### src/rtl/i2c10_pkg.sv
package i2c10_pkg;

  typedef enum logic [2:0] {
    ST_IDLE = 3'd0,
    ST_AHI  = 3'd1,
    ST_ALO  = 3'd2,
    ST_DATA = 3'd3,
    ST_SKIP = 3'd4
  } rx_state_e;

  localparam logic [1:0] RA_CMP = 2'd0;
  localparam logic [1:0] RA_RXB = 2'd1;
  localparam logic [1:0] RA_CTL = 2'd2;
  localparam logic [1:0] RA_STA = 2'd3;

  localparam int CB_REL   = 0;
  localparam int CB_STR   = 1;
  localparam int CB_SIE   = 2;

  localparam int SB_BF    = 0;
  localparam int SB_UA    = 1;
  localparam int SB_START = 2;
  localparam int SB_IRQ   = 3;

endpackage

### src/rtl/i2c10_pin_sync.sv
module i2c10_pin_sync #(
  parameter int SYNC_STAGES = 2
) (
  input  logic clk,
  input  logic rst_n,
  input  logic scl_i,
  input  logic sda_i,
  output logic sda_s,
  output logic scl_rise,
  output logic scl_fall,
  output logic start_det,
  output logic stop_det
);

  localparam int LAST = SYNC_STAGES - 1;

  logic [SYNC_STAGES-1:0] scl_ff, scl_ff_n;
  logic [SYNC_STAGES-1:0] sda_ff, sda_ff_n;
  logic scl_d, sda_d;
  logic scl_s;

  always_comb begin
    scl_ff_n = {scl_ff[SYNC_STAGES-2:0], scl_i};
    sda_ff_n = {sda_ff[SYNC_STAGES-2:0], sda_i};
  end

  always_ff @(posedge clk or negedge rst_n) begin
    if (!rst_n) begin
      scl_ff <= '1;
      sda_ff <= '1;
      scl_d  <= 1'b1;
      sda_d  <= 1'b1;
    end else begin
      scl_ff <= scl_ff_n;
      sda_ff <= sda_ff_n;
      scl_d  <= scl_ff[LAST];
      sda_d  <= sda_ff[LAST];
    end
  end

  assign scl_s     = scl_ff[LAST];
  assign sda_s     = sda_ff[LAST];
  assign scl_rise  = scl_s & ~scl_d;
  assign scl_fall  = ~scl_s & scl_d;
  assign start_det = scl_s & scl_d & sda_d & ~sda_s;
  assign stop_det  = scl_s & scl_d & ~sda_d & sda_s;

endmodule

### src/rtl/i2c10_rx_shift.sv
module i2c10_rx_shift #(
  parameter int BYTE_W = 8
) (
  input  logic              clk,
  input  logic              rst_n,
  input  logic              bus_reset,
  input  logic              scl_rise,
  input  logic              scl_fall,
  input  logic              sda_s,
  output logic [BYTE_W-1:0] rx_byte,
  output logic              ack_begin,
  output logic              byte_end
);

  localparam int CW = $clog2(BYTE_W + 2);
  localparam logic [CW-1:0] CNT_ONE = CW'(1);
  localparam logic [CW-1:0] CNT_ACK = CW'(BYTE_W);
  localparam logic [CW-1:0] CNT_END = CW'(BYTE_W + 1);

  logic [CW-1:0]     cnt, cnt_n;
  logic [BYTE_W-1:0] sh, sh_n;
  logic              ab_n, be_n;

  always_comb begin
    cnt_n = cnt;
    sh_n  = sh;
    ab_n  = 1'b0;
    be_n  = 1'b0;
    if (bus_reset) begin
      cnt_n = '0;
    end else if (scl_rise) begin
      if (cnt < CNT_ACK) begin
        sh_n  = {sh[BYTE_W-2:0], sda_s};
        cnt_n = cnt + CNT_ONE;
      end else if (cnt == CNT_ACK) begin
        cnt_n = CNT_END;
      end
    end else if (scl_fall) begin
      if (cnt == CNT_ACK) begin
        ab_n = 1'b1;
      end else if (cnt == CNT_END) begin
        be_n  = 1'b1;
        cnt_n = '0;
      end
    end
  end

  always_ff @(posedge clk or negedge rst_n) begin
    if (!rst_n) begin
      cnt       <= '0;
      sh        <= '0;
      ack_begin <= 1'b0;
      byte_end  <= 1'b0;
    end else begin
      cnt       <= cnt_n;
      sh        <= sh_n;
      ack_begin <= ab_n;
      byte_end  <= be_n;
    end
  end

  assign rx_byte = sh;

  // the acknowledge slot opens and closes on distinct falling edges
  a_r7_slot_pulses: assert property (@(posedge clk) disable iff (!rst_n)
    ack_begin |=> !byte_end);

endmodule

### src/rtl/i2c10_rx_ctrl.sv
module i2c10_rx_ctrl
  import i2c10_pkg::*;
#(
  parameter int BYTE_W = 8
) (
  input  logic              clk,
  input  logic              rst_n,
  input  logic              start_det,
  input  logic              stop_det,
  input  logic              ack_begin,
  input  logic              byte_end,
  input  logic [BYTE_W-1:0] rx_byte,
  input  logic              reg_wr,
  input  logic              reg_rd,
  input  logic [1:0]        reg_addr,
  input  logic [BYTE_W-1:0] reg_wdata,
  output logic [BYTE_W-1:0] reg_rdata,
  output logic              scl_hold,
  output logic              sda_drive,
  output logic              irq
);

  rx_state_e         state, state_n;
  logic [BYTE_W-1:0] cmp, cmp_n;
  logic [BYTE_W-1:0] rxbuf, rxbuf_n;
  logic rel, rel_n, str_en, str_en_n, sie, sie_n;
  logic bfull, bfull_n, ua, ua_n, start_seen, start_seen_n, irq_q, irq_n;
  logic hold_ua, hold_ua_n, sda_drv, sda_drv_n, ack_win, ack_win_n, ack_q, ack_q_n;
  logic match_hi, match_lo, ack_want;
  logic wr_cmp, wr_ctl, wr_sta, rd_rxb;

  assign match_hi = (rx_byte[BYTE_W-1:1] == cmp[BYTE_W-1:1]) && !rx_byte[0];
  assign match_lo = (rx_byte == cmp);

  assign wr_cmp = reg_wr && (reg_addr == RA_CMP) && !ack_win;
  assign wr_ctl = reg_wr && (reg_addr == RA_CTL);
  assign wr_sta = reg_wr && (reg_addr == RA_STA);
  assign rd_rxb = reg_rd && (reg_addr == RA_RXB);

  always_comb begin
    unique case (state)
      ST_AHI:  ack_want = match_hi;
      ST_ALO:  ack_want = match_lo;
      ST_DATA: ack_want = 1'b1;
      default: ack_want = 1'b0;
    endcase
  end

  always_comb begin
    state_n      = state;
    cmp_n        = cmp;
    rxbuf_n      = rxbuf;
    rel_n        = rel;
    str_en_n     = str_en;
    sie_n        = sie;
    bfull_n      = bfull;
    ua_n         = ua;
    start_seen_n = start_seen;
    irq_n        = irq_q;
    hold_ua_n    = hold_ua;
    sda_drv_n    = sda_drv;
    ack_win_n    = ack_win;
    ack_q_n      = ack_q;

    // software side
    if (wr_cmp) begin
      cmp_n     = reg_wdata;
      ua_n      = 1'b0;
      hold_ua_n = 1'b0;
    end
    if (wr_ctl) begin
      rel_n    = reg_wdata[CB_REL];
      str_en_n = reg_wdata[CB_STR];
      sie_n    = reg_wdata[CB_SIE];
    end
    if (wr_sta) begin
      if (reg_wdata[SB_IRQ])   irq_n        = 1'b0;
      if (reg_wdata[SB_START]) start_seen_n = 1'b0;
    end
    if (rd_rxb) bfull_n = 1'b0;

    // bus side, takes priority over software
    if (start_det) begin
      state_n      = ST_AHI;
      start_seen_n = 1'b1;
      if (sie) irq_n = 1'b1;
      sda_drv_n    = 1'b0;
      ack_win_n    = 1'b0;
    end else if (stop_det) begin
      state_n      = ST_IDLE;
      start_seen_n = 1'b0;
      sda_drv_n    = 1'b0;
      ack_win_n    = 1'b0;
    end else if (ack_begin) begin
      ack_win_n = 1'b1;
      ack_q_n   = ack_want;
      sda_drv_n = ack_want;
    end else if (byte_end) begin
      ack_win_n = 1'b0;
      sda_drv_n = 1'b0;
      unique case (state)
        ST_AHI: begin
          if (ack_q) begin
            rxbuf_n   = rx_byte;
            bfull_n   = 1'b1;
            ua_n      = 1'b1;
            irq_n     = 1'b1;
            hold_ua_n = 1'b1;
            state_n   = ST_ALO;
          end else begin
            state_n = ST_SKIP;
          end
        end
        ST_ALO: begin
          ua_n  = 1'b1;
          irq_n = 1'b1;
          if (ack_q) begin
            rxbuf_n   = rx_byte;
            bfull_n   = 1'b1;
            hold_ua_n = 1'b1;
            state_n   = ST_DATA;
          end else begin
            state_n = ST_SKIP;
          end
        end
        ST_DATA: begin
          rxbuf_n = rx_byte;
          bfull_n = 1'b1;
          irq_n   = 1'b1;
          if (str_en) rel_n = 1'b0;
        end
        default: ;
      endcase
    end
  end

  always_ff @(posedge clk or negedge rst_n) begin
    if (!rst_n) begin
      state      <= ST_IDLE;
      cmp        <= '0;
      rxbuf      <= '0;
      rel        <= 1'b1;
      str_en     <= 1'b0;
      sie        <= 1'b0;
      bfull      <= 1'b0;
      ua         <= 1'b0;
      start_seen <= 1'b0;
      irq_q      <= 1'b0;
      hold_ua    <= 1'b0;
      sda_drv    <= 1'b0;
      ack_win    <= 1'b0;
      ack_q      <= 1'b0;
    end else begin
      state      <= state_n;
      cmp        <= cmp_n;
      rxbuf      <= rxbuf_n;
      rel        <= rel_n;
      str_en     <= str_en_n;
      sie        <= sie_n;
      bfull      <= bfull_n;
      ua         <= ua_n;
      start_seen <= start_seen_n;
      irq_q      <= irq_n;
      hold_ua    <= hold_ua_n;
      sda_drv    <= sda_drv_n;
      ack_win    <= ack_win_n;
      ack_q      <= ack_q_n;
    end
  end

  always_comb begin
    reg_rdata = '0;
    unique case (reg_addr)
      RA_CMP: reg_rdata = cmp;
      RA_RXB: reg_rdata = rxbuf;
      RA_CTL: begin
        reg_rdata[CB_REL] = rel;
        reg_rdata[CB_STR] = str_en;
        reg_rdata[CB_SIE] = sie;
      end
      default: begin
        reg_rdata[SB_BF]    = bfull;
        reg_rdata[SB_UA]    = ua;
        reg_rdata[SB_START] = start_seen;
        reg_rdata[SB_IRQ]   = irq_q;
      end
    endcase
  end

  assign scl_hold  = hold_ua | ~rel;
  assign sda_drive = sda_drv;
  assign irq       = irq_q;

  a_r1_start_flag: assert property (@(posedge clk) disable iff (!rst_n)
    start_det |=> start_seen);

  a_r10_stop_idle: assert property (@(posedge clk) disable iff (!rst_n)
    stop_det |=> (state == ST_IDLE));

  a_r9_cmp_locked: assert property (@(posedge clk) disable iff (!rst_n)
    (reg_wr && (reg_addr == RA_CMP) && ack_win) |=> (cmp == $past(cmp)));

  a_r4_bf_source: assert property (@(posedge clk) disable iff (!rst_n)
    $rose(bfull) |-> $past(byte_end));

  a_r7_drive_in_slot: assert property (@(posedge clk) disable iff (!rst_n)
    sda_drv |-> ack_win);

  a_r3_release_by_write: assert property (@(posedge clk) disable iff (!rst_n)
    $fell(hold_ua) |-> $past(reg_wr && (reg_addr == RA_CMP)));

  a_r6_miss_flags: assert property (@(posedge clk) disable iff (!rst_n)
    (byte_end && (state == ST_ALO) && !ack_q) |=> (ua && irq_q && !hold_ua));

endmodule

### src/rtl/i2c10_slave_rx.sv
module i2c10_slave_rx #(
  parameter int BYTE_W      = 8,
  parameter int SYNC_STAGES = 2
) (
  input  logic              clk,
  input  logic              rst_n,
  input  logic              scl_i,
  input  logic              sda_i,
  output logic              scl_oe,
  output logic              sda_oe,
  output logic              irq,
  input  logic              reg_wr,
  input  logic              reg_rd,
  input  logic [1:0]        reg_addr,
  input  logic [BYTE_W-1:0] reg_wdata,
  output logic [BYTE_W-1:0] reg_rdata
);

  logic [1:0] rst_ff;
  logic       rst_sync_n;

  always_ff @(posedge clk or negedge rst_n) begin
    if (!rst_n) rst_ff <= 2'b00;
    else        rst_ff <= {rst_ff[0], 1'b1};
  end
  assign rst_sync_n = rst_ff[1];

  logic sda_s, scl_rise, scl_fall, start_det, stop_det;
  logic ack_begin, byte_end;
  logic [BYTE_W-1:0] rx_byte;

  i2c10_pin_sync #(.SYNC_STAGES(SYNC_STAGES)) u_sync (
    .clk       (clk),
    .rst_n     (rst_sync_n),
    .scl_i     (scl_i),
    .sda_i     (sda_i),
    .sda_s     (sda_s),
    .scl_rise  (scl_rise),
    .scl_fall  (scl_fall),
    .start_det (start_det),
    .stop_det  (stop_det)
  );

  i2c10_rx_shift #(.BYTE_W(BYTE_W)) u_shift (
    .clk       (clk),
    .rst_n     (rst_sync_n),
    .bus_reset (start_det | stop_det),
    .scl_rise  (scl_rise),
    .scl_fall  (scl_fall),
    .sda_s     (sda_s),
    .rx_byte   (rx_byte),
    .ack_begin (ack_begin),
    .byte_end  (byte_end)
  );

  i2c10_rx_ctrl #(.BYTE_W(BYTE_W)) u_ctrl (
    .clk       (clk),
    .rst_n     (rst_sync_n),
    .start_det (start_det),
    .stop_det  (stop_det),
    .ack_begin (ack_begin),
    .byte_end  (byte_end),
    .rx_byte   (rx_byte),
    .reg_wr    (reg_wr),
    .reg_rd    (reg_rd),
    .reg_addr  (reg_addr),
    .reg_wdata (reg_wdata),
    .reg_rdata (reg_rdata),
    .scl_hold  (scl_oe),
    .sda_drive (sda_oe),
    .irq       (irq)
  );

endmodule

### config.mk
export PLATFORM = sky130hd
export DESIGN_NAME = i2c10_slave_rx
export DESIGN_NICKNAME = d
export VERILOG_FILES = /design/src/rtl/i2c10_pkg.sv /design/src/rtl/i2c10_pin_sync.sv /design/src/rtl/i2c10_rx_shift.sv /design/src/rtl/i2c10_rx_ctrl.sv /design/src/rtl/i2c10_slave_rx.sv
export SDC_FILE = /design/constraint.sdc
export NUM_CORES = 1
export LEC_CHECK = 0
export ABC_AREA = 1
export BUFFER_PORTS_ARGS = -buffer_cell sky130_fd_sc_hd__buf_4
export CORE_MARGIN = 2
export CORE_UTILIZATION = 50
export CTS_CLUSTER_DIAMETER = 150
export DETAILED_ROUTE_END_ITERATION = 16
export GPL_ROUTABILITY_DRIVEN = 0
export PLACE_DENSITY = 0.69
export RECOVER_POWER = 50
export SYNTH_ARGS = -nofsm -noshare
export SYNTH_HDL_FRONTEND = slang
export SYNTH_SLANG_ARGS = --single-unit
export TNS_END_PERCENT = 100
### constraint.sdc
create_clock -name clk -period 3.4 [get_ports clk]
set_input_delay 0.51 -clock clk [delete_from_list [all_inputs] [get_ports clk]]
set_output_delay 0.51 -clock clk [all_outputs]
set_load 0.05 [all_outputs]
==> impl_metrics.ini <==
[sta]
finalHoldViolCount = 0
setup_viol = 0
fin_worst_skew_ps = 9.531
post-route-period-util_pct = 66.62
slew_headroom_pct = -34.16
fmax_mhz = 441.5
finalSetupTns_ps = 0
worst_slew_pin_slew_ps = 2012
rsz0062_at_grt = false
fin_crit_ps = 2265
drv_slew = 51

[detailed_routing]
num_vias = 2017
routedWlPerCell_um = 13.63
drc_errors = 0
drt_iter0_markers = 158
drtAntennaViolNets = 0
wirelength_um = 5413
vias_per_cell = 5.081
dr.pass1.iters = 4

[critical_path]
cp_top_family = buffers and inverters
worstPathRequired_ps = 2890
crit_fanout = 7
crit_path_start_kind = primary input
critPathSlowestCell = nor2_1
worst_setup_path_end_kind = output pin
crit_path_max_incr_delay_ps = 430
cp.buffers_inverters = 3
cp_cell_sequence = clkbuf_1, nor2_1, inv_1, o2111ai_1, buf_4
crit_type = in2out
cp.arrival_ps = 1750

[grt]
grt_pass1_vias = 1998
grt_max_degree = 51
grt_pass1_wl_um = 9404
antenna_found_initial = 0
gr-total-overflow = 0
grt_use_total_pct = 20.03

[final_layout]
syn2layout_area_growth_pct = 12.20
antenna_cells = 0
mostFrequentLayoutCells = nand2_1 (85), dfrtp_1 (45), inv_1 (38)
fin_nets = 348
layout.cells.non_filler = 397
drive_gt1_share_pct = 20.49
layout_commonest_cell = nand2_1

[clock_network]
postCtsHoldBufs = 1
cts_sinks = 52
post_cts_buffers = 0
clock_latency_ps = 300
clkTransAtPathRegs_ps = 80
clockBufferDepth = 2
cts_buffers = 5
tritoncts = built
cts_root_buffer = clkbuf_8
cts_resized = 0
htreeDepth = 2

[synth]
ys_seq_area_share_pct = 49.88
netlist_instances = 297
yosys_warnings = 0
syn_area_um2 = 2626
yosysTopAreaCell = dfrtp_1
synth_cell_types = 38
synth_seq_cells = 52
synth_top_area_share_pct = 42.88
synth_nets = 319
avgSynthCellArea_um2 = 8.843
synth.area.top_cells = dfrtp_1 (43%), nand2_1 (12%), dfstp_2 (7.0%), inv_1 (5.4%), o21ai_2 (5.3%)

[die]
std_cell_rows = 26
start_util_pct = 51.75
die-width_um = 76.48
die_area_um2 = 5848
ios = 27
design.core.area_um2 = 5075
die_h_um = 76.48

[place]
port_buffers = 26
dp_hpwl_um = 3947
dpl.cell_count = 388

[power_and_ir_drop]
power.density_nw_per_um2 = 479.2
static-leakage-power_uw = 0.001456
ir_drop_uv = 300.5

[hold_path]
hp-class = in2reg

[job]
max_cap_violations = 1

[run_status]
violations = capacitance limit, slew limit
status = finished, violations left
==> flip-flops by register name, summed over array words and instances (netlist names), 2 cells and up <==
| name | flops |
|---|---|
| u_shift.rx_byte | 8 |
| rst_ff | 2 |
| u_ctrl.rxbuf | 8 |
| u_ctrl.cmp | 8 |
| u_sync.scl_ff | 2 |
| u_shift.cnt | 4 |
| u_ctrl.state | 3 |
| u_sync.sda_ff | 2 |
==> routing by layer <==
metal	vias to the layer above	wire length (µm)	track usage, %
met3	4	207	4.502
met2	36	2688	33.89
met4	0	44	4.909
met1	964	2474	26.20
li1	1013	-	-
met5	-	0	0
==> where the power goes <==
part | internal, µW | switching [µW]
Clock | 186 | 193
Sequential | 680 | 63.1
Combinational | 106 | 184
==> final cells by class <==
class | count | area (µm²)
clock buffers | 8 | 100.1
fillers | 479 | 2128
inverters | 42 | 160.2
multi-input cells | 198 | 1095
flip-flops and latches | 52 | 1310
well taps | 70 | 87.58
repair buffers | 27 | 193.9
==> metrics by stage <==
stage / total power, µW / worst slack, ps / hold WS, ps / cell area, µm² / util, %
3_3_place_gp: 1044 / 1426 / 293.0 / 2867 / 56.48
5_1_grt: 1496 / 965.7 / 305.5 / 2947 / 58.06
3_5_place_dp: 1052 / 1406 / 293.7 / 2867 / 56.48
2_1_floorplan: 963.7 / 900.3 / 214.4 / 2626 / -
6_report: 1412 / 1135 / 320.9 / 2947 / 58.06
4_1_cts: 1433 / 1404 / 307.7 / 2977 / 58.65
==> cells by family (layout without fill, tap and decap cells) <==
logic type                 after synthesis  count (layout)  synth area share, %
and+or+nand+nor                        141             141                25.25
buffers and inverters                   47              77                7.766
AOI/OAI and AO/OA                       44              44                11.91
DFF                                     52              52                49.88
adders and majority gates                6               6                2.858
muxes                                    2               2               0.8575
other                                    1               1               0.1428
xor gates and xnor gates                 4               4                1.334
==> cell usage after synthesis <==
cell / number
a41oi_1: 1
nor4_1: 1
or2_2: 1
and3_1: 1
nor2_2: 1
xnor2_1: 3
nand4_1: 8
nand2_2: 1
dfrtp_1: 45
buf_2: 2
nand3_1: 15
inv_1: 38
a31oi_1: 1
nor2_1: 16
mux2_1: 2
inv_2: 3
o22ai_1: 1
a22o_1: 1
nand2_4: 1
o2111ai_1: 1
o21ai_2: 16
o21ai_4: 1
o21ai_1: 5
xor2_1: 1
nand3_2: 8
inv_4: 1
o21ai_0: 9
o31ai_1: 1
nor3_1: 1
nand2_1: 85
buf_6: 3
conb_1: 1
o211ai_1: 2
dfstp_2: 7
ha_1: 6
nor2_4: 1
a21oi_1: 5
nor2_8: 1
==> worst paths after layout <==
path / slack [ps] / cells past startpoint / start / end
min in group asynchronous: 510 / 2 / rst_n / rst_ff[0]$_DFF_PN0_
setup reg to reg: 1340 / 7 / u_sync.scl_ff[1]$_DFF_PN1_ / u_ctrl.rxbuf[2]$_DFFE_PN0P_
max in group asynchronous: 1380 / 0 / rst_ff[1]$_DFF_PN0_ / u_shift.cnt[3]$_DFFE_PN0P_
setup / recovery: 1140 / 5 / reg_addr[1] / reg_rdata[0]
hold / removal: 320 / 1 / sda_i / u_sync.sda_ff[0]$_DFF_PN1_
hold reg to reg: 360 / 0 / rst_ff[0]$_DFF_PN0_ / rst_ff[1]$_DFF_PN0_
Power figures use the tool's default switching activity.
